==> config.mk <==
export PLATFORM = sky130hd
export DESIGN_NAME = paired_sample_sel
export DESIGN_NICKNAME = d
export VERILOG_FILES = /design/src/rtl/psel_pkg.sv /design/src/rtl/psel_lfsr.sv /design/src/rtl/psel_offset.sv /design/src/rtl/psel_complete.sv /design/src/rtl/psel_window.sv /design/src/rtl/paired_sample_sel.sv
export SDC_FILE = /design/constraint.sdc
export NUM_CORES = 1
export LEC_CHECK = 0
export CAP_MARGIN = 20
export CORE_UTILIZATION = 45
export CTS_BUF_LIST = sky130_fd_sc_hd__clkbuf_16
export CTS_CLUSTER_SIZE = 30
export DETAILED_ROUTE_END_ITERATION = 7
export MAX_ROUTING_LAYER = met4
export PLACE_DENSITY = 0.63
export SLEW_MARGIN = 10
export SYNTH_ARGS = -nofsm -noshare
export SYNTH_HDL_FRONTEND = slang
export SYNTH_HIERARCHICAL = 1
export SYNTH_SLANG_ARGS = --single-unit
==> constraint.sdc <==
create_clock -name clk -period 2.8 [get_ports clk]
set_input_delay 0.56 -clock clk [delete_from_list [all_inputs] [get_ports clk]]
set_output_delay 0.56 -clock clk [all_outputs]
set_load 0.03 [all_outputs]
==> src/rtl/psel_pkg.sv <==
package psel_pkg;

   typedef enum logic [1:0] {
      PS_IDLE = 2'd0,
      PS_RUN  = 2'd1,
      PS_WAIT = 2'd2
   } psel_state_e;

   function automatic int unsigned psel_log2(input int unsigned v);
      return $clog2(v);
   endfunction

endpackage

==> src/rtl/psel_lfsr.sv <==
module psel_lfsr #(
   parameter int unsigned      LW   = 16,
   parameter int unsigned      OW   = 5,
   parameter logic [LW-1:0]    TAPS = 16'hB400,
   parameter logic [LW-1:0]    SEED = 16'hACE1
) (
   input  logic          clk,
   input  logic          rst_n,
   output logic [OW-1:0] rnd_o
);
   logic [LW-1:0] state_q;

   if (OW > LW) begin : g_bad_ow
      $error("psel_lfsr: OW must not exceed LW");
   end
   if (SEED == '0) begin : g_bad_seed
      $error("psel_lfsr: SEED must be nonzero");
   end

   always_ff @(posedge clk) begin
      if (!rst_n) begin
         state_q <= SEED;
      end else if (state_q[0]) begin
         state_q <= (state_q >> 1) ^ TAPS;
      end else begin
         state_q <= state_q >> 1;
      end
   end

   assign rnd_o = state_q[OW-1:0];
endmodule

==> src/rtl/psel_offset.sv <==
module psel_offset #(
   parameter int unsigned W         = 16,
   parameter bit          ALLOW_NEG = 1'b1,
   localparam int unsigned LOG2W    = $clog2(W),
   localparam int unsigned CW       = LOG2W + 1
) (
   input  logic [LOG2W:0]  rnd_i,
   output logic [CW-1:0]   mag_o,
   output logic            neg_o
);
   // Low bits give 0..W-1; adding one maps them onto 1..W, so zero never occurs.
   assign mag_o = CW'(rnd_i[LOG2W-1:0]) + CW'(1);

   if (ALLOW_NEG) begin : g_signed
      assign neg_o = rnd_i[LOG2W];
   end else begin : g_forward_only
      logic unused_sign;
      assign unused_sign = rnd_i[LOG2W];
      assign neg_o       = 1'b0;
   end
endmodule

==> src/rtl/psel_complete.sv <==
module psel_complete (
   input  logic clk,
   input  logic rst_n,
   input  logic clear_i,
   input  logic a_seen_i,
   input  logic b_seen_i,
   input  logic a_final_i,
   input  logic b_final_i,
   output logic a_done_o,
   output logic b_done_o
);
   logic a_fin_q, b_fin_q;
   logic a_now, b_now;

   // A report only counts once its slot has actually been given a tag.
   assign a_now = a_final_i && a_seen_i;
   assign b_now = b_final_i && b_seen_i;

   always_ff @(posedge clk) begin
      if (!rst_n || clear_i) begin
         a_fin_q <= 1'b0;
         b_fin_q <= 1'b0;
      end else begin
         a_fin_q <= a_fin_q | a_now;
         b_fin_q <= b_fin_q | b_now;
      end
   end

   assign a_done_o = a_fin_q | a_now;
   assign b_done_o = b_fin_q | b_now;
endmodule

==> src/rtl/psel_window.sv <==
module psel_window
   import psel_pkg::*;
#(
   parameter int unsigned W = 16,
   localparam int unsigned LOG2W = $clog2(W),
   localparam int unsigned CW    = LOG2W + 1,
   localparam int unsigned DW    = LOG2W + 2
) (
   input  logic          clk,
   input  logic          rst_n,
   input  logic          sample_req,
   input  logic [CW-1:0] mag_i,
   input  logic          neg_i,
   input  logic          fetch_valid,
   input  logic          flush,
   input  logic          a_done_i,
   input  logic          b_done_i,
   output logic          accept_o,
   output logic          busy_o,
   output logic          a_seen_o,
   output logic          b_seen_o,
   output logic          tag_a_o,
   output logic          tag_b_o,
   output logic          pair_done_o,
   output logic          pair_valid_o,
   output logic [DW-1:0] pair_dist_o
);
   psel_state_e   state_q;
   logic [CW-1:0] cnt_q, mag_q, pos_a, pos_b;
   logic          neg_q, inval_q, a_seen_q, b_seen_q;
   logic          running, fetch_live, hit_a, hit_b, ready;

   assign running    = (state_q == PS_RUN);
   assign fetch_live = running && fetch_valid && !flush;
   assign accept_o   = (state_q == PS_IDLE) && sample_req;

   // Fetch positions of the two tags, counted from acceptance.
   assign pos_a = neg_q ? (CW'(W) - mag_q) : '0;
   assign pos_b = neg_q ? CW'(W) : mag_q;

   assign hit_a = fetch_live && !a_seen_q && (cnt_q == pos_a);
   assign hit_b = fetch_live && a_seen_q && !b_seen_q && (cnt_q == pos_b);

   assign ready = a_done_i && (inval_q || b_done_i);

   always_ff @(posedge clk) begin
      if (!rst_n) begin
         state_q      <= PS_IDLE;
         cnt_q        <= '0;
         mag_q        <= CW'(1);
         neg_q        <= 1'b0;
         inval_q      <= 1'b0;
         a_seen_q     <= 1'b0;
         b_seen_q     <= 1'b0;
         pair_done_o  <= 1'b0;
         pair_valid_o <= 1'b0;
         pair_dist_o  <= '0;
      end else begin
         pair_done_o <= 1'b0;
         unique case (state_q)
            PS_IDLE: begin
               if (sample_req) begin
                  state_q     <= PS_RUN;
                  cnt_q       <= '0;
                  mag_q       <= mag_i;
                  neg_q       <= neg_i;
                  inval_q     <= 1'b0;
                  a_seen_q    <= 1'b0;
                  b_seen_q    <= 1'b0;
                  pair_dist_o <= neg_i ? (DW'(0) - DW'(mag_i)) : DW'(mag_i);
               end
            end
            PS_RUN: begin
               if (flush) begin
                  inval_q <= 1'b1;
                  if (!a_seen_q || a_done_i) begin
                     state_q      <= PS_IDLE;
                     pair_done_o  <= 1'b1;
                     pair_valid_o <= 1'b0;
                  end else begin
                     state_q <= PS_WAIT;
                  end
               end else if (fetch_valid) begin
                  cnt_q <= cnt_q + CW'(1);
                  if (hit_a) a_seen_q <= 1'b1;
                  if (hit_b) begin
                     b_seen_q <= 1'b1;
                     state_q  <= PS_WAIT;
                  end
               end
            end
            PS_WAIT: begin
               if (ready) begin
                  state_q      <= PS_IDLE;
                  pair_done_o  <= 1'b1;
                  pair_valid_o <= !inval_q;
               end
            end
            default: state_q <= PS_IDLE;
         endcase
      end
   end

   assign busy_o   = (state_q != PS_IDLE);
   assign a_seen_o = a_seen_q;
   assign b_seen_o = b_seen_q;
   assign tag_a_o  = hit_a;
   assign tag_b_o  = hit_b;
endmodule

==> src/rtl/paired_sample_sel.sv <==
module paired_sample_sel #(
   parameter int unsigned           W         = 16,
   parameter bit                    ALLOW_NEG = 1'b1,
   parameter int unsigned           LFSR_W    = 16,
   parameter logic [LFSR_W-1:0]     LFSR_TAPS = 16'hB400,
   parameter logic [LFSR_W-1:0]     LFSR_SEED = 16'hACE1
) (
   input  logic                    clk,
   input  logic                    rst_n,
   input  logic                    sample_req,
   input  logic                    fetch_valid,
   input  logic                    flush,
   input  logic                    slot_a_final,
   input  logic                    slot_b_final,
   output logic                    busy,
   output logic                    tag_a,
   output logic                    tag_b,
   output logic                    pair_done,
   output logic                    pair_valid,
   output logic [$clog2(W)+1:0]    pair_dist
);
   localparam int unsigned LOG2W = $clog2(W);
   localparam int unsigned CW    = LOG2W + 1;

   if (W < 2 || W > 64) begin : g_bad_w_range
      $error("paired_sample_sel: W must be within 2..64");
   end
   if ((1 << LOG2W) != W) begin : g_bad_w_pow2
      $error("paired_sample_sel: W must be a power of two");
   end
   if (LFSR_W <= LOG2W + 1) begin : g_bad_lfsr
      $error("paired_sample_sel: LFSR too narrow for the window");
   end

   logic [LOG2W:0] rnd;
   logic [CW-1:0]  mag;
   logic           neg, accept, a_seen, b_seen, a_done, b_done;

   psel_lfsr #(
      .LW  (LFSR_W),
      .OW  (LOG2W + 1),
      .TAPS(LFSR_TAPS),
      .SEED(LFSR_SEED)
   ) u_lfsr (
      .clk  (clk),
      .rst_n(rst_n),
      .rnd_o(rnd)
   );

   psel_offset #(
      .W        (W),
      .ALLOW_NEG(ALLOW_NEG)
   ) u_offset (
      .rnd_i(rnd),
      .mag_o(mag),
      .neg_o(neg)
   );

   psel_complete u_complete (
      .clk      (clk),
      .rst_n    (rst_n),
      .clear_i  (accept),
      .a_seen_i (a_seen),
      .b_seen_i (b_seen),
      .a_final_i(slot_a_final),
      .b_final_i(slot_b_final),
      .a_done_o (a_done),
      .b_done_o (b_done)
   );

   psel_window #(
      .W(W)
   ) u_window (
      .clk         (clk),
      .rst_n       (rst_n),
      .sample_req  (sample_req),
      .mag_i       (mag),
      .neg_i       (neg),
      .fetch_valid (fetch_valid),
      .flush       (flush),
      .a_done_i    (a_done),
      .b_done_i    (b_done),
      .accept_o    (accept),
      .busy_o      (busy),
      .a_seen_o    (a_seen),
      .b_seen_o    (b_seen),
      .tag_a_o     (tag_a),
      .tag_b_o     (tag_b),
      .pair_done_o (pair_done),
      .pair_valid_o(pair_valid),
      .pair_dist_o (pair_dist)
   );
endmodule

After elaboration in Yosys (flattened, before gate mapping)
Index checks and enable logic that the tools add are counted.
{"block": "totals", "elab_cells": 98, "mem_bits_ro": 0, "out_inout_bits": 11, "ram_bits": 0, "n_memories": 0, "latchBits": 0, "reg_bits": 42}
{"block": "op_classes", "reduce_logical": 30, "n_bitwise": 3, "multipliers": 0, "shifts": 0, "n_mux": 34, "add_sub_neg": 4, "eq_ne": 14, "div": 0, "n_lt_le_gt_ge": 0}
{"cell": "two-way mux 5 bit", "n": 5}
{"cell": "two-way mux 16 bit", "n": 1}
{"cell": "two-way mux 1 bit", "n": 14}
{"cell": "!= test 2 bit, second input constant", "n": 7}
{"cell": "two-way mux 2 bit", "n": 6}
{"cell": "AND reduction 4 bit", "n": 3}
{"cell": "logical AND 1 bit", "n": 11}
{"cell": "== test 5 bit", "n": 2}
{"cell": "case mux 1 bit (2 select lines)", "n": 5}
{"cell": "case mux 5 bit (2 select lines)", "n": 1}
{"cell": "AND reduction 5 bit", "n": 2}
{"cell": "two-way mux 6 bit", "n": 1}
{"cell": "!= test 3 bit, second input constant", "n": 2}
{"cell": "case mux 2 bit (3 select lines)", "n": 1}
{"cell": "nonzero test 2 bit", "n": 3}
{"cell": "subtractor 1 x 5 -> 6 bit, first input constant", "n": 1}
{"cell": "adder 4 x 1 -> 5 bit, second input constant", "n": 1}
{"cell": "adder 5 x 1 -> 5 bit, second input constant", "n": 1}
{"cell": "logical NOT 1 bit", "n": 5}
{"cell": "subtractor 5 bit, first input constant", "n": 1}
{"cell": "NOT 3 -> 4 bit", "n": 1}
{"cell": "logical OR 1 bit", "n": 3}
{"cell": "AND reduction 3 bit", "n": 1}
{"cell": "== test 2 x 1 -> 1 bit, second input constant", "n": 1}
{"cell": "5 further kinds", "n": 6}

Depth between registers and ports, before layout
Gate-level depths: netlist of the first run.
{"block": "logic_depth", "word_depth": 10, "ltp_mapped": 8, "mapped_depth_nobuf": 7}

By module
The synthesis of the first run kept the hierarchy.
{"mod": "psel_window", "instances": 1, "seq_area_each_um2": 480.5, "area_per_inst_um2": 1458.9, "cells_per_inst": 177}
{"mod": "psel_lfsr", "instances": 1, "seq_area_each_um2": 320.3, "area_per_inst_um2": 490.5, "cells_per_inst": 41}
{"mod": "psel_complete", "instances": 1, "seq_area_each_um2": 40.0, "area_per_inst_um2": 88.8, "cells_per_inst": 7}
{"mod": "psel_offset", "instances": 1, "seq_area_each_um2": 0.0, "area_per_inst_um2": 53.8, "cells_per_inst": 7}

Least setup slack after synthesis of the first run
No wires, ideal clock.
{"block": "synth_timing", "path_kind": "flip-flop to output port", "startpoint": "register u_window.mag_q[0]", "endpoint": "output port tag_a", "required_time_ns": 2.240, "t_arrival_ns": 1.956, "path_stages_with_launch": 7, "setup_slack_ns": 0.284, "path_cell_list": "dfxtp_1 -> inv_1 -> ha_1 -> nor3b_2 -> xor2_1 -> a21o_2 -> a2111oi_2"}
{"block": "synth_between", "elab_chain_len": 4}
{"item": "from (decl)", "line_no": "psel_window.sv:29", "source": "logic [CW-1:0] cnt_q, mag_q, pos_a, pos_b;"}
{"item": "from (signal assigned)", "line_no": "psel_window.sv:65", "source": "mag_q <= mag_i;"}
{"item": "subtractor 5 bit", "line_no": "psel_window.sv:38", "source": "assign pos_a = neg_q ? (CW'(W) - mag_q) : '0;"}
{"item": "two-way mux 5 bit", "line_no": "psel_window.sv:38"}
{"item": "== test 5 bit", "line_no": "psel_window.sv:41", "source": "assign hit_a = fetch_live && !a_seen_q && (cnt_q == pos_a);"}
{"item": "logical AND 1 bit", "line_no": "psel_window.sv:41"}
{"item": "to (decl)", "line_no": "paired_sample_sel.sv:16", "source": "output logic tag_a,"}
Every way passes these cells.

Worst setup path after layout of the first run
Same ends and word-level chain as after synthesis.

==> flow_metrics.tcl, run 1 <==
set metrics [dict create \
    maxCapViolCount 0 \
    finalInstanceArea_sq_um 2410 \
    dr.pass1.iters 4 \
    grtUsageTotal_pct 17.8 \
    gp_congestion 0.889 \
    synth_edf_count 0 \
    crit_slowest_cell "a2111oi_4" \
    final_nets 260 \
    io_buffers 17 \
    num_vias 1534 \
    hold_viol_final 0 \
    period_needed_ns 2.72 \
    critical-path-top-delay-family "compound AO/OA/AOI/OAI gates" \
    fin_tns_setup_ns 0 \
    crit_type "reg -> out" \
    end_kind "output pin" \
    required_ns 2.24 \
    synth_nets 246 \
    ys_ff_latch 42 \
    ys_async_sr_fraction_pct 0 \
    fmax_ghz 0.368 \
    max-vdd-ir-drop_v 0.000464 \
    leakagePower_nw 0.943 \
    synth_area_leader_cell "dfxtp_1" \
    grt_pass1_wl_mm 6.64 \
    insertion_delay_ns 0.29 \
    post-route-util_pct 54.6 \
    use_met3_pct 4.47 \
    cts_htree_levels 2 \
    initial_core_util_pct 47.4 \
    grtUsageMet2_pct 24.1 \
    dieArea_sq_um 4930 \
    postPlaceCellArea_sq_um 2240 \
    grt_max_degree 19 \
    numCtsBuffers 5 \
    rows 24 \
    finalSetupViolations 0 \
    outcome "finished, final reports clean" \
    die_h_um 70.2 \
    fp.coreArea_sq_um 4410 \
    initialDrtViolationCount 84 \
    drtAntennaViolNets 0 \
    period_share_pct 97.0 \
    hpwl_mm 2.72 \
    met1_usage_pct 24.5 \
    drc_errors 0 \
    path_cells "inv_1 -> ha_1 -> nor3b_2 -> xor2_1 -> a21o_2 -> a2111oi_4 -> buf_4" \
    maxSlewViolCount 0 \
    path_max_fanout 7 \
    ctsHoldBuffers 0 \
    worstPathArrival_ns 2.16 \
    cts_tree "built" \
    antenna_found_initial 0 \
    grt_busiest_layer "met1" \
    clock_skew_ns 0.00535 \
    antenna_cells 0 \
    syn-instance-count 232 \
    ios 18 \
    cts_sinks 42 \
    whs_ns 0.408 \
    hold_class "reg -> reg" \
    syn2layout_area_growth_pct 15.1 \
    cts_root_buffer "clkbuf_16" \
    first_global_vias 1391 \
    die_x_um 70.2 \
    drive_above_1_share_pct 11.3 \
    viasPerCell 5.13 \
    detail_route.wl_per_cell_um 13.0 \
    cts.reportedPaths.clkPinSlew_ns 0.06 \
    syn_avg_cell_area_sq_um 9.02 \
    slew-limit-headroom_pct 63.3 \
    syn_area_sq_um 2090 \
    max_stage_delay_ns 0.40 \
    synth_cell_types 50 \
    p_per_area_nw_per_um2 757 \
    synth_area_leaders "dfxtp_1 (40%), nand2_1 (5.4%), xnor2_1 (4.6%), ha_1 (4.2%), nand2b_1 (3.6%)" \
    overflow 0 \
    synthFlopType "dfxtp_1" \
    crit_path_start_kind "register" \
    worstMarginPinSlew_ns 0.544 \
    ys_seq_area_share_pct 40.2 \
    clockBufferDepth 2 \
    yosysWarnings 6 \
    wl_mm 3.88 \
    cp.buffers_inverters 2 \
    synth_top_area_share_pct 40.2 \
]
[registers in the layout (all words and copies together) (netlist names)]
register / cells
u_complete/a_fin_q: 1
u_window/inval_q: 1
u_window/pair_done_o: 1
u_window/pair_dist_o: 6
u_window/cnt_q: 5
u_lfsr/state_q: 16
u_window/b_seen_o: 1
u_window/pair_valid_o: 1
u_window/state_q: 2
u_window/a_seen_o: 1
u_complete/b_fin_q: 1
u_window/neg_q: 1
u_window/mag_q: 5
[where the power goes]
group / switching (mW) / internal, mW / leakage, nW / total (mW)
combinational: 0.308 / 0.211 / 0.521 / 0.518
clock: 0.256 / 0.341 / 0.0763 / 0.597
sequential: 0.0500 / 0.658 / 0.345 / 0.708
[worst register-to-register path, delay by kind of cell, from the launching register on]
family / cells / cell delay (ns)
compound gates: 3 / 0.66
fa+ha+maj: 1 / 0.16
buf+inv: 3 / 0.39
flops: 1 / 0.32
mux: 1 / 0.15
simple gates: 1 / 0.25
[stage by stage]
stage	setup WS (ns)	cells	power, mW
finish	0.0828	299	1.82
global route	-0.0292	299	1.94
CTS	0.0224	299	1.84
detailed placement	0.132	291	1.23
global placement	0.143	291	1.23
floorplan	0.284	232	1.10
[cell type report]
class | count | area (sq um)
Inverter | 17 | 63.8
Timing Repair Buffer | 22 | 203
Clock inverter | 3 | 28.8
Sequential cell | 42 | 843
Tap cell | 52 | 65.1
Clock buffer | 5 | 125
Fill cell | 402 | 2010
Multi-Input combinational cell | 158 | 1080
[timing repair]
item                       in CTS  in global routing
resized for setup               0                  3
setup endpoints to repair       0                  1
setup buffers                   0                  0
hold endpoints to repair        0                  0
[per-layer routing]
metal	share of wire (%)	vias up
met4	2.2	0
met2	44	18
met1	51	708
met5	0	-
li1	-	799
met3	2.5	9
[layout by cell type, fill, tap and decap left out, types with 2 or more instances in the layout]
cell type	count
a2111oi_4	2
a211oi_1	4
a21o_1	2
a21oi_1	14
and2_1	8
buf_4	7
clkbuf_16	5
clkdlybuf4s50_1	15
dfxtp_1	40
dfxtp_2	2
ha_1	7
inv_1	16
mux2i_1	4
nand2_1	30
nand2b_1	12
nand3_1	5
nand4_1	3
nor2_1	13
nor2b_1	4
nor4b_1	2
o211ai_1	2
o21a_1	2
o21ai_0	4
xnor2_1	11
xor2_1	8
[cells by family (layout without fill, tap and decap cells)]
family / count (synthesis) / count (layout) / synth area share [%]
muxes: 4 / 4 / 1.91
xor gates and xnor gates: 19 / 19 / 7.95
adders and majority gates: 7 / 7 / 4.19
buffers and inverters: 32 / 47 / 8.79
DFF: 42 / 42 / 40.2
AOI/OAI and AO/OA: 40 / 40 / 14.3
and+or+nand+nor: 88 / 88 / 22.7
[Yosys cell counts, types with 2 or more instances]
cell       n
a211oi_1   4
a21o_1     2
a21oi_1   14
and2_1     8
buf_4      8
buf_6      3
dfxtp_1   42
ha_1       7
inv_1     16
mux2i_1    4
nand2_1   30
nand2b_1  12
nand3_1    5
nand4_1    3
nor2_1    13
nor2b_1    4
nor4b_1    2
o211ai_1   2
o21a_1     2
o21ai_0    4
xnor2_1   11
xor2_1     8
[path summary, 6_finish.rpt]
kind	startpoint	endpoint	slack [ns]	cells past startpoint
min reg2reg	u_lfsr/state_q[8]$_SDFF_PN0_	u_lfsr/state_q[7]$_SDFF_PN1_	0.41	1
min	u_lfsr/state_q[8]$_SDFF_PN0_	u_lfsr/state_q[7]$_SDFF_PN1_	0.41	1
max reg2reg	u_window/state_q[1]$_SDFFE_PN0P_	u_window/state_q[1]$_SDFFE_PN0P_	0.75	9
max	u_window/mag_q[0]$_SDFFE_PN1P_	tag_a	0.08	7
No activity file was read; power rests on OpenSTA's default activity.
==> inputs of run 2 (changes only) <==
--- a/config.mk
+++ b/config.mk
@@ -7,7 +7,6 @@
 export LEC_CHECK = 0
 export CAP_MARGIN = 20
 export CORE_UTILIZATION = 45
-export CTS_BUF_LIST = sky130_fd_sc_hd__clkbuf_16
 export CTS_CLUSTER_SIZE = 30
 export DETAILED_ROUTE_END_ITERATION = 7
 export MAX_ROUTING_LAYER = met4
==> flow_metrics.tcl, run 2 (synthesis results as in run 1) <==
set metrics [dict create \
    p_per_area_nw_per_um2 702 \
    drtAntennaViolNets 0 \
    ctsHoldBuffers 0 \
    total_power_mw 1.65 \
    clock_skew_ns 0.00243 \
    numCtsBuffers 5 \
    dp.cells 291 \
    dr.pass1.iters 4 \
    wl_mm 3.85 \
    final_cell_mix "dfxtp_1 (40), nand2_1 (30), inv_1 (16)" \
    cts_root_buffer "clkbuf_8" \
    setup_slack_ns 0.0765 \
    initial_core_util_pct 47.4 \
    reg.largest.list "u_lfsr/state_q x16, u_window/pair_dist_o x6" \
    grt_max_degree 19 \
    overflow 0 \
    final_cells 299 \
    fmax_ghz 0.367 \
    gp_congestion 0.889 \
    final_common_cell "dfxtp_1" \
    ios 18 \
    first_global_vias 1364 \
    worstMarginPinSlew_ns 0.527 \
    drive_above_1_share_pct 11.3 \
    cts_htree_levels 2 \
    slew-limit-headroom_pct 64.5 \
    initialDrtViolationCount 107 \
    io_buffers 17 \
    rows 24 \
    leakagePower_nw 0.917 \
    clockBufferDepth 2 \
    maxSlewViolCount 0 \
    end_kind "output pin" \
    insertion_delay_ns 0.30 \
    grt_pass1_wl_mm 6.54 \
    antenna_found_initial 0 \
    path_max_fanout 7 \
    hold_viol_final 0 \
    outcome "finished, final reports clean" \
    hpwl_mm 2.72 \
    dieArea_sq_um 4930 \
    period_needed_ns 2.72 \
    antenna_cells 0 \
    cts.reportedPaths.clkPinSlew_ns 0.09 \
    fp.coreArea_sq_um 4410 \
    grtUsageTotal_pct 17.4 \
    cts_sinks 42 \
    worstPathArrival_ns 2.16 \
    largest_register "u_lfsr/state_q" \
    largest_reg_flops 16 \
    max-vdd-ir-drop_v 0.000416 \
    die_x_um 70.2 \
    finalSetupViolations 0 \
    num_vias 1510 \
    detail_route.wl_per_cell_um 12.9 \
    fin_tns_setup_ns 0 \
    crit_path_start_kind "register" \
    whs_ns 0.413 \
    hold_class "reg -> reg" \
    crit_type "reg -> out" \
    syn2layout_area_growth_pct 12.6 \
    die_h_um 70.2 \
    required_ns 2.24 \
    drc_errors 0 \
    viasPerCell 5.05 \
    period_share_pct 97.3 \
    post_cts.repair.setup_buffers 0 \
    dp_slack_ns 0.132 \
    maxCapViolCount 0 \
    final_nets 260 \
    cts_tree "built" \
]
-- run 2: critical path: stages (launching register included) --
cell       delay, ns
dfxtp_4         0.38
inv_1           0.07
ha_1            0.22
nor3b_2         0.17
xor2_1          0.16
a21o_2          0.24
a2111oi_4       0.40
buf_4           0.23
-- run 2: repair_timing --
action | in CTS | in global routing
resized for setup | 1 | 3
setup endpoints to repair | 1 | 1
pin swaps | 0 | 1
endpoints found under the hold margin | 0 | 0
-- run 2: per-layer routing --
metal / share of wire [%] / global-route usage, % / wire (um) / vias to the layer above
met2: 44 / 24.0 / 1690 / 22
met1: 52 / 24.3 / 1990 / 687
li1: - / - / - / 794
met4: 1.6 / 6.89 / 61 / 0
met5: 0 / - / 0 / -
met3: 2.8 / 4.33 / 107 / 7
-- run 2: final cells by class --
class                           instances  area, sq um
Clock buffer                            5         68.8
Clock inverter                          3         28.8
Fill cell                             410         2060
Inverter                               17         63.8
Multi-Input combinational cell        158         1080
Sequential cell                        42          846
Tap cell                               52         65.1
Timing Repair Buffer                   22          203
-- run 2: path summary, 6_finish.rpt --
kind | start | end | slack, ns | cells after the start
hold / removal | u_lfsr/state_q[8]$_SDFF_PN0_ | u_lfsr/state_q[7]$_SDFF_PN1_ | 0.41 | 1
setup reg to reg | u_window/state_q[1]$_SDFFE_PN0P_ | u_window/state_q[1]$_SDFFE_PN0P_ | 0.75 | 9
setup / recovery | u_window/mag_q[0]$_SDFFE_PN1P_ | tag_a | 0.08 | 7
hold reg to reg | u_lfsr/state_q[8]$_SDFF_PN0_ | u_lfsr/state_q[7]$_SDFF_PN1_ | 0.41 | 1
-- run 2: where the power goes --
part           internal [mW]  switching (mW)
Sequential             0.658          0.0493
Clock                  0.187           0.240
Combinational          0.211           0.308
Total                   1.06           0.598
-- run 2: stage by stage --
stage                     util, %  instance area (sq um)
final                        53.3                   2350
after global routing         53.3                   2350
after CTS                    53.0                   2340
after detailed placement     50.7                   2240
after global placement       50.7                   2240
after floorplan                 -                   2090
==> inputs of run 3 (changes only) <==
--- a/config.mk
+++ b/config.mk
@@ -9,6 +9,7 @@
 export CORE_UTILIZATION = 45
 export CTS_CLUSTER_SIZE = 30
 export DETAILED_ROUTE_END_ITERATION = 7
+export GPL_TIMING_DRIVEN = 0
 export MAX_ROUTING_LAYER = met4
 export PLACE_DENSITY = 0.63
 export SLEW_MARGIN = 10
==> flow_metrics.tcl, run 3 (synthesis results as in run 1) <==
set metrics [dict create \
    grtUsageTotal_pct 17.8 \
    wl_mm 3.85 \
    final_nets 273 \
    grt_pass1_wl_mm 6.68 \
    maxSlewViolCount 0 \
    dp.cells 301 \
    numCtsBuffers 5 \
    leakagePower_nw 0.991 \
    num_vias 1572 \
    reg.largest.list "u_lfsr/state_q x16, u_window/pair_dist_o x6" \
    final_cells 312 \
    maxCapViolCount 0 \
    path_max_fanout 7 \
    period_share_pct 96.6 \
    drc_errors 0 \
    ios 18 \
    whs_ns 0.420 \
    die_x_um 70.2 \
    largest_register "u_lfsr/state_q" \
    worstPathArrival_ns 2.15 \
    cts_sinks 42 \
    syn2layout_area_growth_pct 17.9 \
    final_cell_mix "dfxtp_1 (40), nand2_1 (30), inv_1 (16)" \
    antenna_cells 0 \
    ctsHoldBuffers 0 \
    die_h_um 70.2 \
    finalInstanceArea_sq_um 2470 \
    worstMarginPinSlew_ns 0.595 \
    dr.pass1.iters 4 \
    dieArea_sq_um 4930 \
    detail_route.wl_per_cell_um 12.3 \
    finalSetupViolations 0 \
    insertion_delay_ns 0.30 \
    first_global_vias 1437 \
    hold_class "reg -> reg" \
    end_kind "output pin" \
    postPlaceCellArea_sq_um 2330 \
    cts_htree_levels 2 \
    total_power_mw 1.68 \
    period_needed_ns 2.71 \
    slew-limit-headroom_pct 59.9 \
    fmax_ghz 0.370 \
    overflow 0 \
    largest_reg_flops 16 \
    outcome "finished, final reports clean" \
    post-route-util_pct 55.9 \
    crit_type "reg -> out" \
    grt_max_degree 17 \
    required_ns 2.24 \
    antenna_found_initial 0 \
    hold_viol_final 0 \
    cts.reportedPaths.clkPinSlew_ns 0.09 \
    initial_core_util_pct 47.4 \
    initialDrtViolationCount 53 \
    fp.coreArea_sq_um 4410 \
    p_per_area_nw_per_um2 682 \
    final_common_cell "dfxtp_1" \
    max-vdd-ir-drop_v 0.000385 \
    clock_skew_ns 0.00486 \
    hpwl_mm 2.76 \
    viasPerCell 5.04 \
    drtAntennaViolNets 0 \
    rows 24 \
    crit_path_start_kind "register" \
    cts_root_buffer "clkbuf_8" \
    cts_tree "built" \
    gp_congestion 0.827 \
    drive_above_1_share_pct 15.4 \
    io_buffers 17 \
    fillers 420 \
    clockBufferDepth 2 \
]
[run 3: cell count changes in the layout (fill, tap and decap cells not counted), sizes merged]
cell | previous run | this run
buf | 7 | 18
clkinv | 2 | 1
dlymetal6s2s | 0 | 1
clkbuf | 5 | 7
clkdlybuf4s50 | 15 | 14
inv | 18 | 19
[run 3: what timing repair did]
| action | CTS | global route |
|---|---|---|
| resized for setup | 15 | 4 |
| pin swaps | 1 | 6 |
| endpoints found under the setup margin | 2 | 2 |
| buffers inserted | 0 | 3 |
[run 3: path summary, 6_finish.rpt]
path,slack (ns),from,cells after the start,endpoint
worst max register to register,0.75,u_window/state_q[1]$_SDFFE_PN0P_,9,u_window/state_q[0]$_SDFFE_PN0P_
worst max-delay path,0.09,u_window/mag_q[1]$_SDFFE_PN0P_,8,tag_a
worst min-delay path,0.42,u_lfsr/state_q[6]$_SDFF_PN1_,1,u_lfsr/state_q[5]$_SDFF_PN1_
worst min register to register,0.42,u_lfsr/state_q[6]$_SDFF_PN1_,1,u_lfsr/state_q[5]$_SDFF_PN1_
[run 3: area by class of cell]
class	count	area, sq um	area share (%)
multi-input combinational	158	1090	44.0
sequential	42	846	34.3
timing repair buffer	20	190	7.71
buffer	15	120	4.87
clock buffer	5	68.8	2.79
tap	52	65.1	2.64
inverter	17	63.8	2.59
clock inverter	3	26.3	1.07
[run 3: metal layers]
metal	global-route usage, %	up-vias	wire [um]
li1	-	829	-
met5	-	-	0
met3	4.76	6	87
met1	23.6	720	2040
met4	6.67	0	57
met2	26.1	17	1660
[run 3: worst max-delay path, cell delays in order (launching register included)]
cell	delay [ns]
dfxtp_2	0.33
buf_6	0.11
inv_1	0.05
ha_1	0.20
nor3b_2	0.17
xor2_1	0.19
a21o_2	0.22
a2111oi_4	0.35
buf_4	0.22
[run 3: power by group]
part / internal, mW / leakage [nW] / switching (mW)
Combinational: 0.232 / 0.596 / 0.326
Clock: 0.185 / 0.0495 / 0.241
Sequential: 0.658 / 0.346 / 0.0377
[run 3: per-stage QoR]
stage / TNS [ns] / setup slack, ns
finish: 0 / 0.0947
CTS: 0 / 0.00549
global placement: -1.12 / -0.584
detailed placement: -1.08 / -0.566
floorplan: 0 / 0.284
global route: -0.0102 / -0.0102
